`config.mk`:
```
export PLATFORM = sky130hd
export DESIGN_NAME = irq_sense_unit
export DESIGN_NICKNAME = d
export VERILOG_FILES = /design/src/rtl/irq_pkg.sv /design/src/rtl/irq_sync.sv /design/src/rtl/irq_ext_chan.sv /design/src/rtl/irq_pc_group.sv /design/src/rtl/irq_sense_unit.sv
export SDC_FILE = /design/constraint.sdc
export NUM_CORES = 1
export LEC_CHECK = 0
export BUFFER_PORTS_ARGS = -buffer_cell sky130_fd_sc_hd__buf_2
export CAP_MARGIN = 20
export CORE_MARGIN = 5
export CORE_UTILIZATION = 56
export CTS_CLUSTER_DIAMETER = 100
export CTS_CLUSTER_SIZE = 10
export DETAILED_ROUTE_END_ITERATION = 8
export PLACE_DENSITY = 0.84
export SKIP_CTS_REPAIR_TIMING = 1
export SLEW_MARGIN = 30
export SYNTH_ARGS = -nofsm -noshare
export SYNTH_HDL_FRONTEND = slang
export SYNTH_SLANG_ARGS = --single-unit
```
`constraint.sdc`:
```
create_clock -name clk -period 3.6 [get_ports clk]
set_input_delay 0.18 -clock clk [delete_from_list [all_inputs] [get_ports clk]]
set_output_delay 0.18 -clock clk [all_outputs]
set_load 0.02 [all_outputs]
```
`src/rtl/irq_pkg.sv`:
```
package irq_pkg;

  typedef enum logic [1:0] {
    SENSE_LEVEL = 2'b00,
    SENSE_ANY   = 2'b01,
    SENSE_FALL  = 2'b10,
    SENSE_RISE  = 2'b11
  } sense_e;

  // Number of pins in group g when n pins are split into groups of sz
  function automatic int grp_width(input int g, input int n, input int sz);
    int rest;
    rest = n - g * sz;
    return (rest < sz) ? rest : sz;
  endfunction

endpackage

```
`src/rtl/irq_sync.sv`:
```
module irq_sync #(
  parameter int W = 1
) (
  input  logic         clk,
  input  logic         rst,
  input  logic [W-1:0] din,
  output logic [W-1:0] sync,
  output logic [W-1:0] prev
);
  logic [W-1:0] meta_q, sync_q, prev_q;

  always_ff @(posedge clk) begin
    if (rst) begin
      meta_q <= '0;
      sync_q <= '0;
      prev_q <= '0;
    end else begin
      meta_q <= din;
      sync_q <= meta_q;
      prev_q <= sync_q;
    end
  end

  assign sync = sync_q;
  assign prev = prev_q;
endmodule

```
`src/rtl/irq_ext_chan.sv`:
```
module irq_ext_chan
  import irq_pkg::*;
(
  input  logic       clk,
  input  logic       rst,
  input  logic [1:0] mode,
  input  logic       pin_s,
  input  logic       pin_p,
  input  logic       wr_clr,
  input  logic       ack,
  input  logic       en,
  input  logic       gie,
  output logic       flag,
  output logic       req
);
  sense_e sense;
  logic   lvl, set_ev, flag_n, req_n, flag_q, req_q;

  assign sense = sense_e'(mode);
  assign lvl   = (sense == SENSE_LEVEL);

  always_comb begin
    case (sense)
      SENSE_ANY:  set_ev = pin_s ^ pin_p;
      SENSE_FALL: set_ev = pin_p & ~pin_s;
      SENSE_RISE: set_ev = pin_s & ~pin_p;
      default:    set_ev = 1'b0;
    endcase
  end

  assign flag_n = lvl ? 1'b0 : (set_ev | (flag_q & ~(wr_clr | ack)));
  assign req_n  = (lvl ? ~pin_s : flag_n) & en & gie;

  always_ff @(posedge clk) begin
    if (rst) begin
      flag_q <= 1'b0;
      req_q  <= 1'b0;
    end else begin
      flag_q <= flag_n;
      req_q  <= req_n;
    end
  end

  assign flag = flag_q;
  assign req  = req_q;


  level_flag_low_chk: assert property (@(posedge clk) disable iff (rst)
    lvl |=> !flag_q);


  set_beats_clear_chk: assert property (@(posedge clk) disable iff (rst)
    (set_ev && !lvl && (wr_clr || ack)) |=> flag_q);


  ack_clears_chk: assert property (@(posedge clk) disable iff (rst)
    (ack && !set_ev) |=> !flag_q);


  req_needs_gie_chk: assert property (@(posedge clk) disable iff (rst)
    req_q |-> $past(gie && en));
endmodule

```
`src/rtl/irq_pc_group.sv`:
```
module irq_pc_group #(
  parameter int W = 8
) (
  input  logic         clk,
  input  logic         rst,
  input  logic [W-1:0] pin_s,
  input  logic [W-1:0] pin_p,
  input  logic [W-1:0] mask,
  input  logic         grp_en,
  input  logic         gie,
  input  logic         ack,
  output logic         req
);
  logic hit, pend_n, pend_q, req_q;

  assign hit    = |((pin_s ^ pin_p) & mask);
  assign pend_n = hit | (pend_q & ~ack);

  always_ff @(posedge clk) begin
    if (rst) begin
      pend_q <= 1'b0;
      req_q  <= 1'b0;
    end else begin
      pend_q <= pend_n;
      req_q  <= pend_n & grp_en & gie;
    end
  end

  assign req = req_q;


  grp_ack_clears_chk: assert property (@(posedge clk) disable iff (rst)
    (ack && !hit) |=> !pend_q);


  masked_quiet_chk: assert property (@(posedge clk) disable iff (rst)
    (((pin_s ^ pin_p) & mask) == '0 && !pend_q) |=> !req_q);


  grp_gate_chk: assert property (@(posedge clk) disable iff (rst)
    req_q |-> $past(grp_en && gie));
endmodule

```
`src/rtl/irq_sense_unit.sv`:
```
module irq_sense_unit
  import irq_pkg::*;
#(
  parameter int N_EXT  = 4,
  parameter int N_PC   = 27,
  parameter int GRP_SZ = 8,
  parameter int DW     = 8,
  parameter int N_GRP  = (N_PC + GRP_SZ - 1) / GRP_SZ
) (
  input  logic               clk,
  input  logic               rst,
  input  logic [N_EXT-1:0]   ext_pin,
  input  logic [2*N_EXT-1:0] ext_mode,
  input  logic [N_EXT-1:0]   ext_en,
  input  logic               glob_ie,
  input  logic [N_PC-1:0]    pc_pin,
  input  logic [N_PC-1:0]    pc_mask,
  input  logic               reg_addr,
  input  logic               reg_wr,
  input  logic               reg_rd,
  input  logic [DW-1:0]      reg_wdata,
  output logic [DW-1:0]      reg_rdata,
  input  logic [N_EXT-1:0]   ack_ext,
  input  logic [N_GRP-1:0]   ack_pc,
  output logic [N_EXT-1:0]   req_ext,
  output logic [N_GRP-1:0]   req_pc
);
  localparam int PAD_EXT = DW - N_EXT;
  localparam int PAD_GRP = DW - N_GRP;

  logic [N_EXT-1:0] ext_s, ext_p, flags;
  logic [N_PC-1:0]  pc_s, pc_p;
  logic [N_GRP-1:0] gen_q;
  logic [DW-1:0]    rdata_q;
  logic             wr_flags, wr_gen;

  assign wr_flags = reg_wr && (reg_addr == 1'b0);
  assign wr_gen   = reg_wr && (reg_addr == 1'b1);

  irq_sync #(.W(N_EXT)) u_ext_sync (
    .clk(clk), .rst(rst), .din(ext_pin), .sync(ext_s), .prev(ext_p)
  );

  irq_sync #(.W(N_PC)) u_pc_sync (
    .clk(clk), .rst(rst), .din(pc_pin), .sync(pc_s), .prev(pc_p)
  );

  for (genvar i = 0; i < N_EXT; i++) begin : g_ext
    irq_ext_chan u_chan (
      .clk   (clk),
      .rst   (rst),
      .mode  (ext_mode[2*i +: 2]),
      .pin_s (ext_s[i]),
      .pin_p (ext_p[i]),
      .wr_clr(wr_flags && reg_wdata[i]),
      .ack   (ack_ext[i]),
      .en    (ext_en[i]),
      .gie   (glob_ie),
      .flag  (flags[i]),
      .req   (req_ext[i])
    );
  end

  for (genvar g = 0; g < N_GRP; g++) begin : g_grp
    localparam int LO = g * GRP_SZ;
    localparam int GW = grp_width(g, N_PC, GRP_SZ);
    irq_pc_group #(.W(GW)) u_grp (
      .clk   (clk),
      .rst   (rst),
      .pin_s (pc_s[LO +: GW]),
      .pin_p (pc_p[LO +: GW]),
      .mask  (pc_mask[LO +: GW]),
      .grp_en(gen_q[g]),
      .gie   (glob_ie),
      .ack   (ack_pc[g]),
      .req   (req_pc[g])
    );
  end

  always_ff @(posedge clk) begin
    if (rst) begin
      gen_q   <= '0;
      rdata_q <= '0;
    end else begin
      if (wr_gen)
        gen_q <= reg_wdata[N_GRP-1:0];
      if (reg_rd)
        rdata_q <= reg_addr ? {{PAD_GRP{1'b0}}, gen_q}
                            : {{PAD_EXT{1'b0}}, flags};
    end
  end

  assign reg_rdata = rdata_q;


  gen_only_on_write_chk: assert property (@(posedge clk) disable iff (rst)
    !wr_gen |=> $stable(gen_q));
endmodule

```
== Word level (Yosys, flattened, before mapping) ==
Cells that the tools add are included.
Cells by class
  equal/unequal tests: 12
  mux-type cells: 13
  bitwise logic cells: 73
  reductions and logical operators: 14
Operators by type and width (count)
  1-bit bitwise AND: 32
  8-bit bitwise AND: 3
  8-bit OR reduction: 3
  8-bit bitwise XOR: 3
  1-bit inverter: 17
  2-bit == test (second input constant): 8
  1-bit bitwise OR: 12
  1-bit case mux with 3 select lines: 4
  2-bit by 1-bit == test with 1-bit output (second input constant): 4
  2-bit zero test: 4
  1-bit 2-to-1 mux: 8
  1-bit logical AND: 6
  4-bit 2-to-1 mux: 1
  1-bit bitwise XOR: 4
  3-bit bitwise AND: 1
  3-bit OR reduction: 1
  3-bit bitwise XOR: 1
Storage, ports and cells
  flip-flop bits (word level): 121
  input port bits: 92
  output and inout bits: 16
  word-level logic and storage cells: 136

== Longest topological paths before layout ==
Gate-level depths: netlist of the first run.
  depth in word-level cells: 11
  mapped depth: 6
  gate-level depth less buffers: 6

== Cells and area by module ==
From an unflattened synthesis of the first run, not the netlist that was laid out.
Unflattened totals
  cells, all modules: 374
  area total of the unflattened synthesis: 4256.6 um2
By module, submodules not included
  irq_sync at u_pc_sync: times used 1, cells each 171, area each 2229.6 um2, sequential area each 1621.6 um2
  irq_ext_chan: times used 4, cells each 16, area each 157.7 um2, sequential area each 40.0 um2
  irq_pc_group at g_grp[0].u_grp ...: times used 3, cells each 19, area each 168.9 um2, sequential area each 40.0 um2
  irq_sense_unit: times used 1, cells each 46, area each 416.6 um2, sequential area each 160.2 um2
  irq_sync at u_ext_sync: times used 1, cells each 25, area each 366.6 um2, sequential area each 240.2 um2
  irq_pc_group at g_grp[3].u_grp: times used 1, cells each 11, area each 106.4 um2, sequential area each 40.0 um2

== Least setup slack after synthesis of the first run ==
OpenSTA, ideal clock, no wires.
  kind: reg2reg
  start point: reg u_ext_sync.sync_q[3], in the netlist u_ext_sync.sync[3]
  end point: reg g_ext[3].u_chan.req_q
  library setup time: 125 ps
  data arrival time: 1244 ps
  required time: 3475 ps
  setup slack: 2231 ps
  stages on the path, launching flop included: 7
  buffers on the path: 0
  cells stage by stage: dfxtp_1 inv_1 ha_1 mux2_4 a22o_1 nor3_1 a211oi_1
On the way
  word-level cells in the longest chain between the ends: 8
Ends and longest elaborated chain
  start, declared: line irq_sync.sv:10  | logic [W-1:0] meta_q, sync_q, prev_q;
  start signal, assigned: line irq_sync.sv:19  | sync_q <= meta_q;
  1-bit inverter: line irq_ext_chan.sv:25, irq_ext_chan.sv:32
  1-bit bitwise AND: line irq_ext_chan.sv:25  | SENSE_FALL: set_ev = pin_p & ~pin_s;
  1-bit case mux with 3 select lines: line irq_ext_chan.sv:23  | case (sense)
  1-bit bitwise OR: line irq_ext_chan.sv:31  | assign flag_n = lvl ? 1'b0 : (set_ev | (flag_q & ~(wr_clr | ack)));
  1-bit 2-to-1 mux: line irq_ext_chan.sv:31
  1-bit 2-to-1 mux (*): line irq_ext_chan.sv:32  | assign req_n = (lvl ? ~pin_s : flag_n) & en & gie;
  1-bit bitwise AND (*) (2 in a row): line irq_ext_chan.sv:32
  end signal, assigned: line irq_ext_chan.sv:40  | req_q <= req_n;
  end, declared: line irq_ext_chan.sv:17  | logic lvl, set_ev, flag_n, req_n, flag_q, req_q;
Mark *: on every way between the ends. The rest lies on a longest branch, timed or not.
A chain may end at the register's enable or synchronous reset.

== Final worst setup path of the first run ==
  start point: reg u_ext_sync.sync_q[2], in the netlist u_ext_sync.sync[2]
  end point: reg g_ext[2].u_chan.req_q
On the way
  word-level cells in the longest chain between the ends: 8
Ends and longest elaborated chain (line)
  1-bit inverter: irq_ext_chan.sv:25, irq_ext_chan.sv:32
  1-bit bitwise AND: irq_ext_chan.sv:25
  1-bit case mux with 3 select lines: irq_ext_chan.sv:23
  1-bit bitwise OR: irq_ext_chan.sv:31
  1-bit 2-to-1 mux: irq_ext_chan.sv:31
  1-bit 2-to-1 mux (*): irq_ext_chan.sv:32
  1-bit bitwise AND (*) (2 in a row): irq_ext_chan.sv:32
  end signal, assigned: irq_ext_chan.sv:40
  end, declared: irq_ext_chan.sv:17
Marks and branches as above.

==> results of run 1 <==
[per-stage QoR]
step,std cells,hold slack (ns)
2_1_floorplan,387,0.301
3_3_place_gp,558,0.387
3_5_place_dp,559,0.392
4_1_cts,590,-0.139
5_1_grt,637,0.00634
6_report,637,-0.00665
[cells by family (layout without fill, tap and decap cells)]
family,Yosys count,in the layout
buffers and inverters,35,186
AOI/OAI and AO/OA,38,38
adders and majority gates,8,8
and+or+nand+nor,150,150
DFF,117,117
other,1,4
muxes,8,8
xor gates and xnor gates,27,27
[layout by cell type (no fill, tap or decap), types with 7 or more instances in the layout]
cell,count
xor2_1,27
nor3_1,7
nor2b_1,96
a22oi_1,8
inv_1,8
ha_1,8
buf_2,98
a21oi_1,16
a211oi_1,8
nand2_1,13
clkbuf_16,16
dfxtp_1,117
dlygate4sd3_1,47
nor2_1,14
[tightest hold or removal path, stage by stage]
cell and delay, ns:
buf_2 0.12, nor2_1 0.10, nor3_1 0.04
[Yosys cell counts (all sizes together) (2+ instances only)]
cell	number	area share, %
dfxtp	117	58
nor2b	97	15
xor2	27	5.8
buf	17	2.8
a21oi	16	2.0
nor2	14	1.3
nand2	13	1.2
clkbuf	10	0.95
a211oi	8	1.5
a22oi	8	1.5
ha	8	2.5
inv	8	0.74
nor3	7	0.86
mux2i	6	1.5
nand2b	5	0.77
nand3	4	0.49
nor3b	3	0.55
a222oi	2	0.49
a31oi	2	0.31
and3	2	0.31
mux2	2	0.65
nor4	2	0.31
[how the worst max path moves through the flow]
stage	startpoint	to	slack, ns	cells after the start
after floorplan	u_ext_sync.sync[3]	g_ext[3].u_chan.req	2.23	6
after global placement	rst	g_grp[0].u_grp.req	1.81	3
after detailed placement	u_ext_sync.sync[3]	g_ext[3].u_chan.req	2.12	6
after CTS	u_ext_sync.sync[3]	g_ext[3].u_chan.req	2.11	6
after global routing	u_ext_sync.prev[2]	g_ext[2].u_chan.req	1.58	6
final	u_ext_sync.sync[2]	g_ext[2].u_chan.req	1.67	6
[layer usage]
layer / vias to the layer above / global-route usage (%) / routed length [µm]
li1: 1515 / - / -
met1: 1395 / 20.5 / 3400
met2: 87 / 28.1 / 4280
met3: 12 / 6.47 / 488
met4: 0 / 6.49 / 131
met5: - / 0 / 0
[layout make-up]
| class | count | area [µm²] |
|---|---|---|
| fill | 467 | 1610 |
| tap | 99 | 124 |
| multi-input combinational | 235 | 1550 |
| sequential | 117 | 2340 |
| timing repair buffer | 147 | 996 |
| clock inverter | 9 | 55.1 |
| inverter | 8 | 30.0 |
| clock buffer | 22 | 463 |
[power groups by stage]
stage	sequential, W	combinational, W	clock (W)
2_1_floorplan	0.00140	0.000115	0
3_3_place_gp	0.00140	0.000177	0
3_5_place_dp	0.00140	0.000187	0
4_1_cts	0.00137	0.000188	0.00145
5_1_grt	0.00138	0.000250	0.00152
6_report	0.00137	0.000227	0.00142
==> results.md, run 1 <==
- Total congestion overflow: 0
- Switching power of the nets: 0.000657 W
- CP delay by family, top: buffers and inverters
- Synth Register Bits: 117
- Sequential share of power: 45.4%
- Fin Setup TNS: 0 ns
- Ys Warns: 0
- Main combinational cell family by area after synthesis: simple AND/OR/NAND/NOR gates
- ANT cells: 0
- Failing checks: hold timing
- Vias after detailed routing: 3,009
- Ports: 108
- Area growth syn-to-layout: 36.8%
- FFs w/ async S/R, synth: 0%
- CTS tree: yes
- Remaining routing DRC violations: 0
- CP Class: flop to flop
- Place WS: 2.12 ns
- Die area: 9070 µm²
- I/O Buffers: 99
- Final Cycle Share: 53.7%
- P_int: 0.00237 W
- Vias per Instance: 4.72
- CTS Buffer Depth: 2
- Synth Area in Adders: 2.46%
- Routed Antenna Nets: 0
- Worst min path class: primary input to flop
- Final instance area: 5560 µm²
- Yosys cell types: 33
- Worst-path cell chain: inv_1 -> ha_1 -> mux2_2 -> a211oi_1 -> a21oi_1 -> dlygate4sd3_1
- Synthesized area per cell: 10.6 µm²
- Worst setup EP type: flop
- FMAX: 0.517 GHz
- CTS Buf Count: 17
- Htree depth: 4
- Clock Latency Late Sink: 0.49 ns
- Slew @ Worst Pin: 0.650 ns
- Starting Density: 56.7%
- Total power: 0.00302 W
- Xor and xnor area share after synthesis: 5.81%
- WHS Endpoint: g_ext[2].u_chan.flag
- CP arrival: 2.31 ns
- Clock sink total: 117
- Status: complete, but fails checks
- Dpl cell area: 4570 µm²
- Layout cells sized above 1: 24.7%
- Mapped cell area: 4070 µm²
- Post-synth EDFFs: 0
- Mux contribution to synthesized area: 2.12%
- Worst-path fanout max: 3
- First-pass GRT wire length: 11.9 mm
- Slowest-stage cell, CP: dlygate4sd3_1
- Most used flip-flop cell after synthesis: dfxtp_1
- Post-synthesis compound-gate area fraction: 6.12%
- Final hold slack: -0.00665 ns
- Core area: 7180 µm²
- Fin. max-slew vios: 0
- Num rows: 31
- Final setup fails: 0
- Final weighted congestion in routability-driven placement: 0.738
- Switching part of the total: 21.7%
- Startpoint Class: flop
- Final Hold Fails: 1
- Wire length per cell: 13.0 µm
- Worst hold start: ext_mode[5]
- Crit path largest cell delay: 0.57 ns
- Fin crit period: 1.93 ns
- Rel. slew slack: 56.6%
- Pre-antenna DRT Iters: 4
- Worst flop-to-flop path startpoint: u_ext_sync.sync[2]
- Post-synthesis simple-gate area fraction: 21.3%
- RSZ-0062 raised after global routing: no
- Cells on Worst Hold Path: 3
- Worst reg2reg endpoint: g_ext[2].u_chan.req
- Clock power frac: 47.1%
- Final core utilization: 77.5%
- Reg2reg path depth: 6
- Initial antenna violation count: 0
- Root buf cell: clkbuf_8
- # nets final: 626
- Largest net degree at the start of global routing: 71
- Initial DRC count: 86
- PD cells: 544 nW/µm²
- Final WS setup: 1.67 ns
- Leakage: 2.52 nW
- Required time worst endpoint: 3.98 ns
- Max Cap Violations: 0
- Worst Skew: 0.00626 ns
- Gate power share: 7.5%
- Sequential area share after synthesis: 57.6%
- Worst reg-to-reg setup slack: 1.67 ns
- Post-DP HPWL: 5.30 mm
- Sum of buffers and inverters on the critical path: 2
- Die Span Y: 95.2 µm
- Final wirelength: 8.30 mm
- IR drop worst, VDD: 0.396 mV
- Tot GR Track Use: 17.2%
- Synth Instances: 384
- Clock-pin slew on the worst setup and hold paths: 0.05 ns
- Number of global-route vias before repair: 2,722
- DIE WIDTH: 95.2 µm
No activity file was read; power rests on OpenSTA's default activity.
==> run 2, diff against run 1 <==
--- a/config.mk
+++ b/config.mk
@@ -8,11 +8,11 @@
 export BUFFER_PORTS_ARGS = -buffer_cell sky130_fd_sc_hd__buf_2
 export CAP_MARGIN = 20
 export CORE_MARGIN = 5
-export CORE_UTILIZATION = 56
+export CORE_UTILIZATION = 52
 export CTS_CLUSTER_DIAMETER = 100
 export CTS_CLUSTER_SIZE = 10
 export DETAILED_ROUTE_END_ITERATION = 8
-export PLACE_DENSITY = 0.84
+export PLACE_DENSITY = 0.79
 export SKIP_CTS_REPAIR_TIMING = 1
 export SLEW_MARGIN = 30
 export SYNTH_ARGS = -nofsm -noshare
==> constraint.sdc (replaced) <==
create_clock -name clk -period 2 [get_ports clk]
set_input_delay 0.1 -clock clk [delete_from_list [all_inputs] [get_ports clk]]
set_output_delay 0.1 -clock clk [all_outputs]
set_load 0.02 [all_outputs]
==> results.md, run 2 (synthesized netlist as in run 1, its figures left out) <==
- Routed Antenna Nets: 0 (unchanged)
- Placed Cells: 563 (+0.72%)
- Final weighted congestion in routability-driven placement: 0.819 (+11%)
- Remaining routing DRC violations: 0 (unchanged)
- Final Hold Fails: 2 (+1)
- Layout cells sized above 1: 24.3% (-0.45 points)
- Final Cycle Share: 96.5% (+43 points)
- Max Cap Violations: 0 (unchanged)
- Final Instance Count excl. Fillers: 654 (+2.7%)
- I/O Buffers: 99 (unchanged)
- Post-DP HPWL: 5.01 mm (-5.5%)
- Worst-path fanout max: 3 (unchanged)
- Final wirelength: 8.36 mm (+0.75%)
- Worst min path class: primary input to flop
- Cells on Worst Hold Path: 3 (unchanged)
- ANT cells: 0 (unchanged)
- Worst flop-to-flop path startpoint: u_ext_sync.sync[2]
- WHS Endpoint: g_ext[3].u_chan.flag
- Fin Setup TNS: 0 ns (unchanged)
- IR drop worst, VDD: 0.740 mV (+87%)
- Reg2reg path depth: 6 (unchanged)
- First-pass GRT wire length: 12.4 mm (+4.9%)
- Fin crit period: 1.93 ns (-0.00348 ns)
- Required time worst endpoint: 2.37 ns (-1.61 ns)
- FMAX: 0.518 GHz (+0.18%)
- Commonest non-fill, non-tap cell in the layout: dfxtp_1
- Tot GR Track Use: 16.0% (-1.2 points)
- Crit path largest cell delay: 0.57 ns (about the same)
- Startpoint Class: flop
- Worst hold start: ext_mode[7]
- Initial DRC count: 78 (-9.3%)
- Root buf cell: clkbuf_8
- CP Class: flop to flop
- Leakage: 2.58 nW (+2.3%)
- Final setup fails: 0 (unchanged)
- Rel. slew slack: 51.3% (-5.3 points)
- Worst Skew: 0.00680 ns (+0.000546 ns)
- Htree depth: 4 (unchanged)
- Initial antenna violation count: 0 (unchanged)
- Slew @ Worst Pin: 0.730 ns (+0.0797 ns)
- Filler cells: 530 (+13%)
- Num rows: 32 (+3.2%)
- Core area: 7690 µm² (+7.1%)
- Die area: 9690 µm² (+6.9%)
- Clock Latency Late Sink: 0.49 ns (about the same)
- Commonest non-fill, non-tap cells in the layout: 117 x dfxtp_1, 98 x buf_2, 96 x nor2b_1, 59 x dlygate4sd3_1, 27 x xor2_1
- Clock-pin slew on the worst setup and hold paths: 0.05 ns (about the same)
- Die Span Y: 98.4 µm (+3.4%)
- DIE WIDTH: 98.4 µm (+3.4%)
- Number of global-route vias before repair: 2,813 (+3.3%)
- Clock sink total: 117 (unchanged)
- Fin. max-slew vios: 0 (unchanged)
- Reg area: 2340 µm² (unchanged)
- Worst reg2reg endpoint: g_ext[2].u_chan.req
- Vias per Instance: 4.64 (-1.8%)
- Failing checks: hold timing
- Vias after detailed routing: 3,035 (+0.86%)
- Slowest-stage cell, CP: dlygate4sd3_1
- CTS tree: yes
- PD cells: 980 nW/µm² (+80%)
- Worst-path cell chain: inv_1 -> ha_1 -> mux2_2 -> a211oi_1 -> a21oi_1 -> dlygate4sd3_1
- # nets final: 639 (+2.1%)
- CP arrival: 2.30 ns (about the same)
- Wire length per cell: 12.8 µm (-1.9%)
- Area growth syn-to-layout: 40.1%
- Starting Density: 52.9% (-3.8 points)
- Pre-antenna DRT Iters: 4 (unchanged)
- Total congestion overflow: 0 (unchanged)
- Final hold slack: -0.0467 ns (-0.0400 ns)
- CTS Buf Count: 17 (unchanged)
- Footprint of the multi-input gates: 1550 µm² (unchanged)
- Worst setup EP type: flop
- Worst reg-to-reg setup slack: 0.07 ns (-1.60 ns)
- Ports: 108 (unchanged)
- Status: complete, but fails checks
- CTS Buffer Depth: 2 (unchanged)
- Largest net degree at the start of global routing: 66 (-7.0%)
## run 2: cell types whose count changed in the layout (fill, tap and decap cells not counted)
| cell | previous run | this run |
|---|---|---|
| bufinv_16 | 0 | 1 |
| clkbuf_1 | 2 | 3 |
| buf_16 | 1 | 0 |
| buf_4 | 1 | 3 |
| clkinvlp_4 | 4 | 3 |
| dlygate4sd3_1 | 47 | 59 |
## run 2: worst max-delay path, delay by kind of cell, from the launching register on
kind | cells | cell delay, ns
muxes | 1 | 0.25
buffers and inverters | 2 | 0.64
AOI/OAI and AO/OA | 2 | 0.42
DFF | 1 | 0.32
adders and majority gates | 1 | 0.17
## run 2: worst max-delay path by stage
stage / startpoint / endpoint / slack (ns) / depth (start not counted)
2_1_floorplan: u_ext_sync.sync[3] / g_ext[3].u_chan.req / 0.63 / 6
3_3_place_gp: u_ext_sync.sync[3] / g_ext[3].u_chan.req / 0.60 / 6
3_5_place_dp: u_ext_sync.sync[3] / g_ext[3].u_chan.req / 0.53 / 6
4_1_cts: u_ext_sync.sync[3] / g_ext[3].u_chan.req / 0.48 / 6
5_1_grt: u_ext_sync.prev[2] / g_ext[2].u_chan.req / -0.02 / 6
6_report: u_ext_sync.sync[2] / g_ext[2].u_chan.req / 0.07 / 6
## run 2: metrics by stage
stage	setup WS (ns)	hold WS, ns	util, %	instance area [µm²]	power (W)
floorplan	0.631	0.221	-	4080	0.00272
global placement	0.603	0.308	59.4	4570	0.00283
detailed placement	0.530	0.312	59.4	4570	0.00285
CTS	0.476	-0.212	66.5	5110	0.00554
global route	-0.0246	0.0111	74.2	5700	0.00583
finish	0.0708	-0.0467	74.2	5700	0.00559
## run 2: final cells by class
| type | instances | share of cell area, % |
|---|---|---|
| multi-input combinational | 235 | 27.2 |
| clock buffer | 23 | 8.19 |
| timing repair buffer | 160 | 19.4 |
| clock inverter | 9 | 1.36 |
| inverter | 8 | 0.527 |
| tap | 102 | 2.24 |
| sequential | 117 | 41.1 |
## run 2: power by group
group | internal (W) | leakage, nW | total, W | switching [W]
registers | 0.00243 | 0.961 | 0.00247 | 0.0000385
logic | 0.000248 | 1.35 | 0.000428 | 0.000181
clock network | 0.00173 | 0.264 | 0.00269 | 0.000956
total | 0.00441 | 2.58 | 0.00559 | 0.00118
## run 2: layer usage
layer / wire length, µm / track usage [%] / vias to the layer above
met5: 0 / 0 / -
met4: 104 / 7.35 / 0
met3: 500 / 6.30 / 10
met2: 4310 / 25.7 / 86
met1: 3450 / 18.9 / 1395
li1: - / - / 1544
==> run 3, diff against run 2 <==
--- a/config.mk
+++ b/config.mk
@@ -5,13 +5,14 @@
 export SDC_FILE = /design/constraint.sdc
 export NUM_CORES = 1
 export LEC_CHECK = 0
-export BUFFER_PORTS_ARGS = -buffer_cell sky130_fd_sc_hd__buf_2
+export BUFFER_PORTS_ARGS = -buffer_cell sky130_fd_sc_hd__buf_4
 export CAP_MARGIN = 20
 export CORE_MARGIN = 5
 export CORE_UTILIZATION = 52
 export CTS_CLUSTER_DIAMETER = 100
 export CTS_CLUSTER_SIZE = 10
 export DETAILED_ROUTE_END_ITERATION = 8
+export GPL_ROUTABILITY_DRIVEN = 1
 export PLACE_DENSITY = 0.79
 export SKIP_CTS_REPAIR_TIMING = 1
 export SLEW_MARGIN = 30
==> results.md, run 3 (synthesized netlist as in run 1, its figures left out) <==
- CP Capture Point: g_grp[3].u_grp.pend_q
- Final setup fails: 0 (unchanged)
- First-pass GRT wire length: 12.0 mm (-3.9%)
- Largest net degree at the start of global routing: 110 (+67%)
- Tot GR Track Use: 15.3% (-0.71 points)
- Initial antenna violation count: 0 (unchanged)
- Reg2reg path depth: 4 (-2)
- Layout cells sized above 1: 24.3% (+0.044 points)
- Worst min path class: primary input to flop
- Root buf cell: clkbuf_8
- Commonest non-fill, non-tap cell in the layout: dfxtp_1
- IR drop worst, VDD: 0.778 mV (+5.1%)
- Ports: 108 (unchanged)
- Final wirelength: 8.51 mm (+1.8%)
- Clock sink total: 117 (unchanged)
- Worst reg-to-reg setup slack: 0.46 ns (+0.39 ns)
- Rel. slew slack: 50.1% (-1.1 points)
- Clock Latency Late Sink: 0.49 ns (about the same)
- Fin Setup TNS: 0 ns (unchanged)
- Startpoint Class: flop
- Initial DRC count: 98 (+26%)
- Worst flop-to-flop path startpoint: u_pc_sync.prev[26]
- CP arrival: 1.91 ns (-0.39 ns)
- Max Cap Violations: 0 (unchanged)
- DIE WIDTH: 98.4 µm (unchanged)
- Fin. max-slew vios: 0 (unchanged)
- Fin crit period: 1.54 ns (-0.386 ns)
- Total power: 0.00586 W (+4.9%)
- Core area: 7690 µm² (unchanged)
- Wire length per cell: 13.0 µm (+2.0%)
- Worst setup EP type: flop
- Final weighted congestion in routability-driven placement: 0.810 (-1.1%)
- Post-DP HPWL: 4.93 mm (-1.5%)
- Total congestion overflow: 0 (unchanged)
- CP Class: flop to flop
- FMAX: 0.648 GHz (+25%)
- Worst-path cell chain: xor2_1 -> a22oi_1 -> a31oi_1 -> dlygate4sd3_1
- Worst Skew: 0.00521 ns (-0.00160 ns)
- Final Hold Fails: 0 (-2)
- Die Span Y: 98.4 µm (unchanged)
- CTS tree: yes
- ANT cells: 0 (unchanged)
- Worst hold start: pc_mask[1]
- Routed Antenna Nets: 0 (unchanged)
- Required time worst endpoint: 2.37 ns (about the same)
- Crit path largest cell delay: 0.60 ns (+0.03 ns)
- Slew @ Worst Pin: 0.748 ns (+0.0183 ns)
- Slowest-stage cell, CP: dlygate4sd3_1
- Vias per Instance: 4.62 (-0.51%)
- Final Cycle Share: 77.2% (-19 points)
- Remaining routing DRC violations: 0 (unchanged)
- Pre-antenna DRT Iters: 4 (unchanged)
- Area growth syn-to-layout: 47.6%
- Clock-pin slew on the worst setup and hold paths: 0.05 ns (about the same)
- Commonest non-fill, non-tap cells in the layout: 117 x dfxtp_1, 99 x buf_4, 96 x nor2b_1, 61 x dlygate4sd3_1, 27 x xor2_1
- Worst-path fanout max: 2 (-1)
- Worst reg2reg endpoint: g_grp[3].u_grp.pend_q
- # nets final: 640 (+0.16%)
- Leakage: 2.68 nW (+4.1%)
- CTS Buffer Depth: 2 (unchanged)
- Num rows: 32 (unchanged)
- Htree depth: 4 (unchanged)
- CTS Buf Count: 17 (unchanged)
- Number of global-route vias before repair: 2,668 (-5.2%)
- Vias after detailed routing: 3,015 (-0.66%)
- Die area: 9690 µm² (unchanged)
- I/O Buffers: 99 (unchanged)
- Filler cells: 503 (-5.1%)
- Starting Density: 52.9% (unchanged)
- Status: completed
- RSZ-0062 raised after global routing: no
- PD cells: 977 nW/µm² (-0.35%)
- CP startpoint: u_pc_sync.prev[26]
-- run 3: worst min-delay path by stage --
stage / end / cells past startpoint
after floorplan: g_ext[0].u_chan.req / 2
after global placement: u_pc_sync.meta_q[10] / 2
after detailed placement: u_pc_sync.meta_q[0] / 2
after CTS: u_pc_sync.meta_q[19] / 2
after global routing: g_grp[0].u_grp.pend_q / 4
final: g_grp[0].u_grp.pend_q / 4
-- run 3: layout make-up --
class	instances	area, µm²	share of cell area, %
Tap cell	102	128	2.13
Timing Repair Buffer	161	1370	22.7
Clock buffer	20	455	7.59
Inverter	8	30.0	0.500
Clock inverter	10	130	2.17
Multi-Input combinational cell	235	1550	25.9
Sequential cell	117	2340	39.0
-- run 3: layer usage --
| metal | wire length [µm] | global-route usage (%) |
|---|---|---|
| met4 | 127 | 6.93 |
| met5 | 0 | 0 |
| met1 | 3530 | 19.1 |
| met3 | 456 | 5.59 |
| met2 | 4400 | 23.8 |
-- run 3: where the power goes --
part	switching (W)	internal [W]	total [W]	leakage, nW
combinational	0.000186	0.000298	0.000484	1.43
clock	0.000941	0.00197	0.00291	0.288
sequential	0.0000377	0.00243	0.00247	0.961
total	0.00116	0.00470	0.00586	2.68
-- run 3: critical path, delay by kind of cell, from the launching register on --
family / cells / cell delay (ns)
AO/OA/AOI/OAI: 2 / 0.37
XOR/XNOR: 1 / 0.15
flip-flops: 1 / 0.30
buffers and inverters: 1 / 0.60
-- run 3: per-stage QoR --
step	utilization [%]	hold slack (ns)	instances	setup slack, ns	area, µm²
3_3_place_gp	62.5	0.309	562	0.597	4800
5_1_grt	78.1	0.0102	653	0.361	6000
3_5_place_dp	62.5	0.315	562	0.517	4810
6_report	78.1	0.00202	653	0.457	6000
4_1_cts	70.1	-0.206	592	0.510	5390
2_1_floorplan	-	0.221	387	0.631	4080
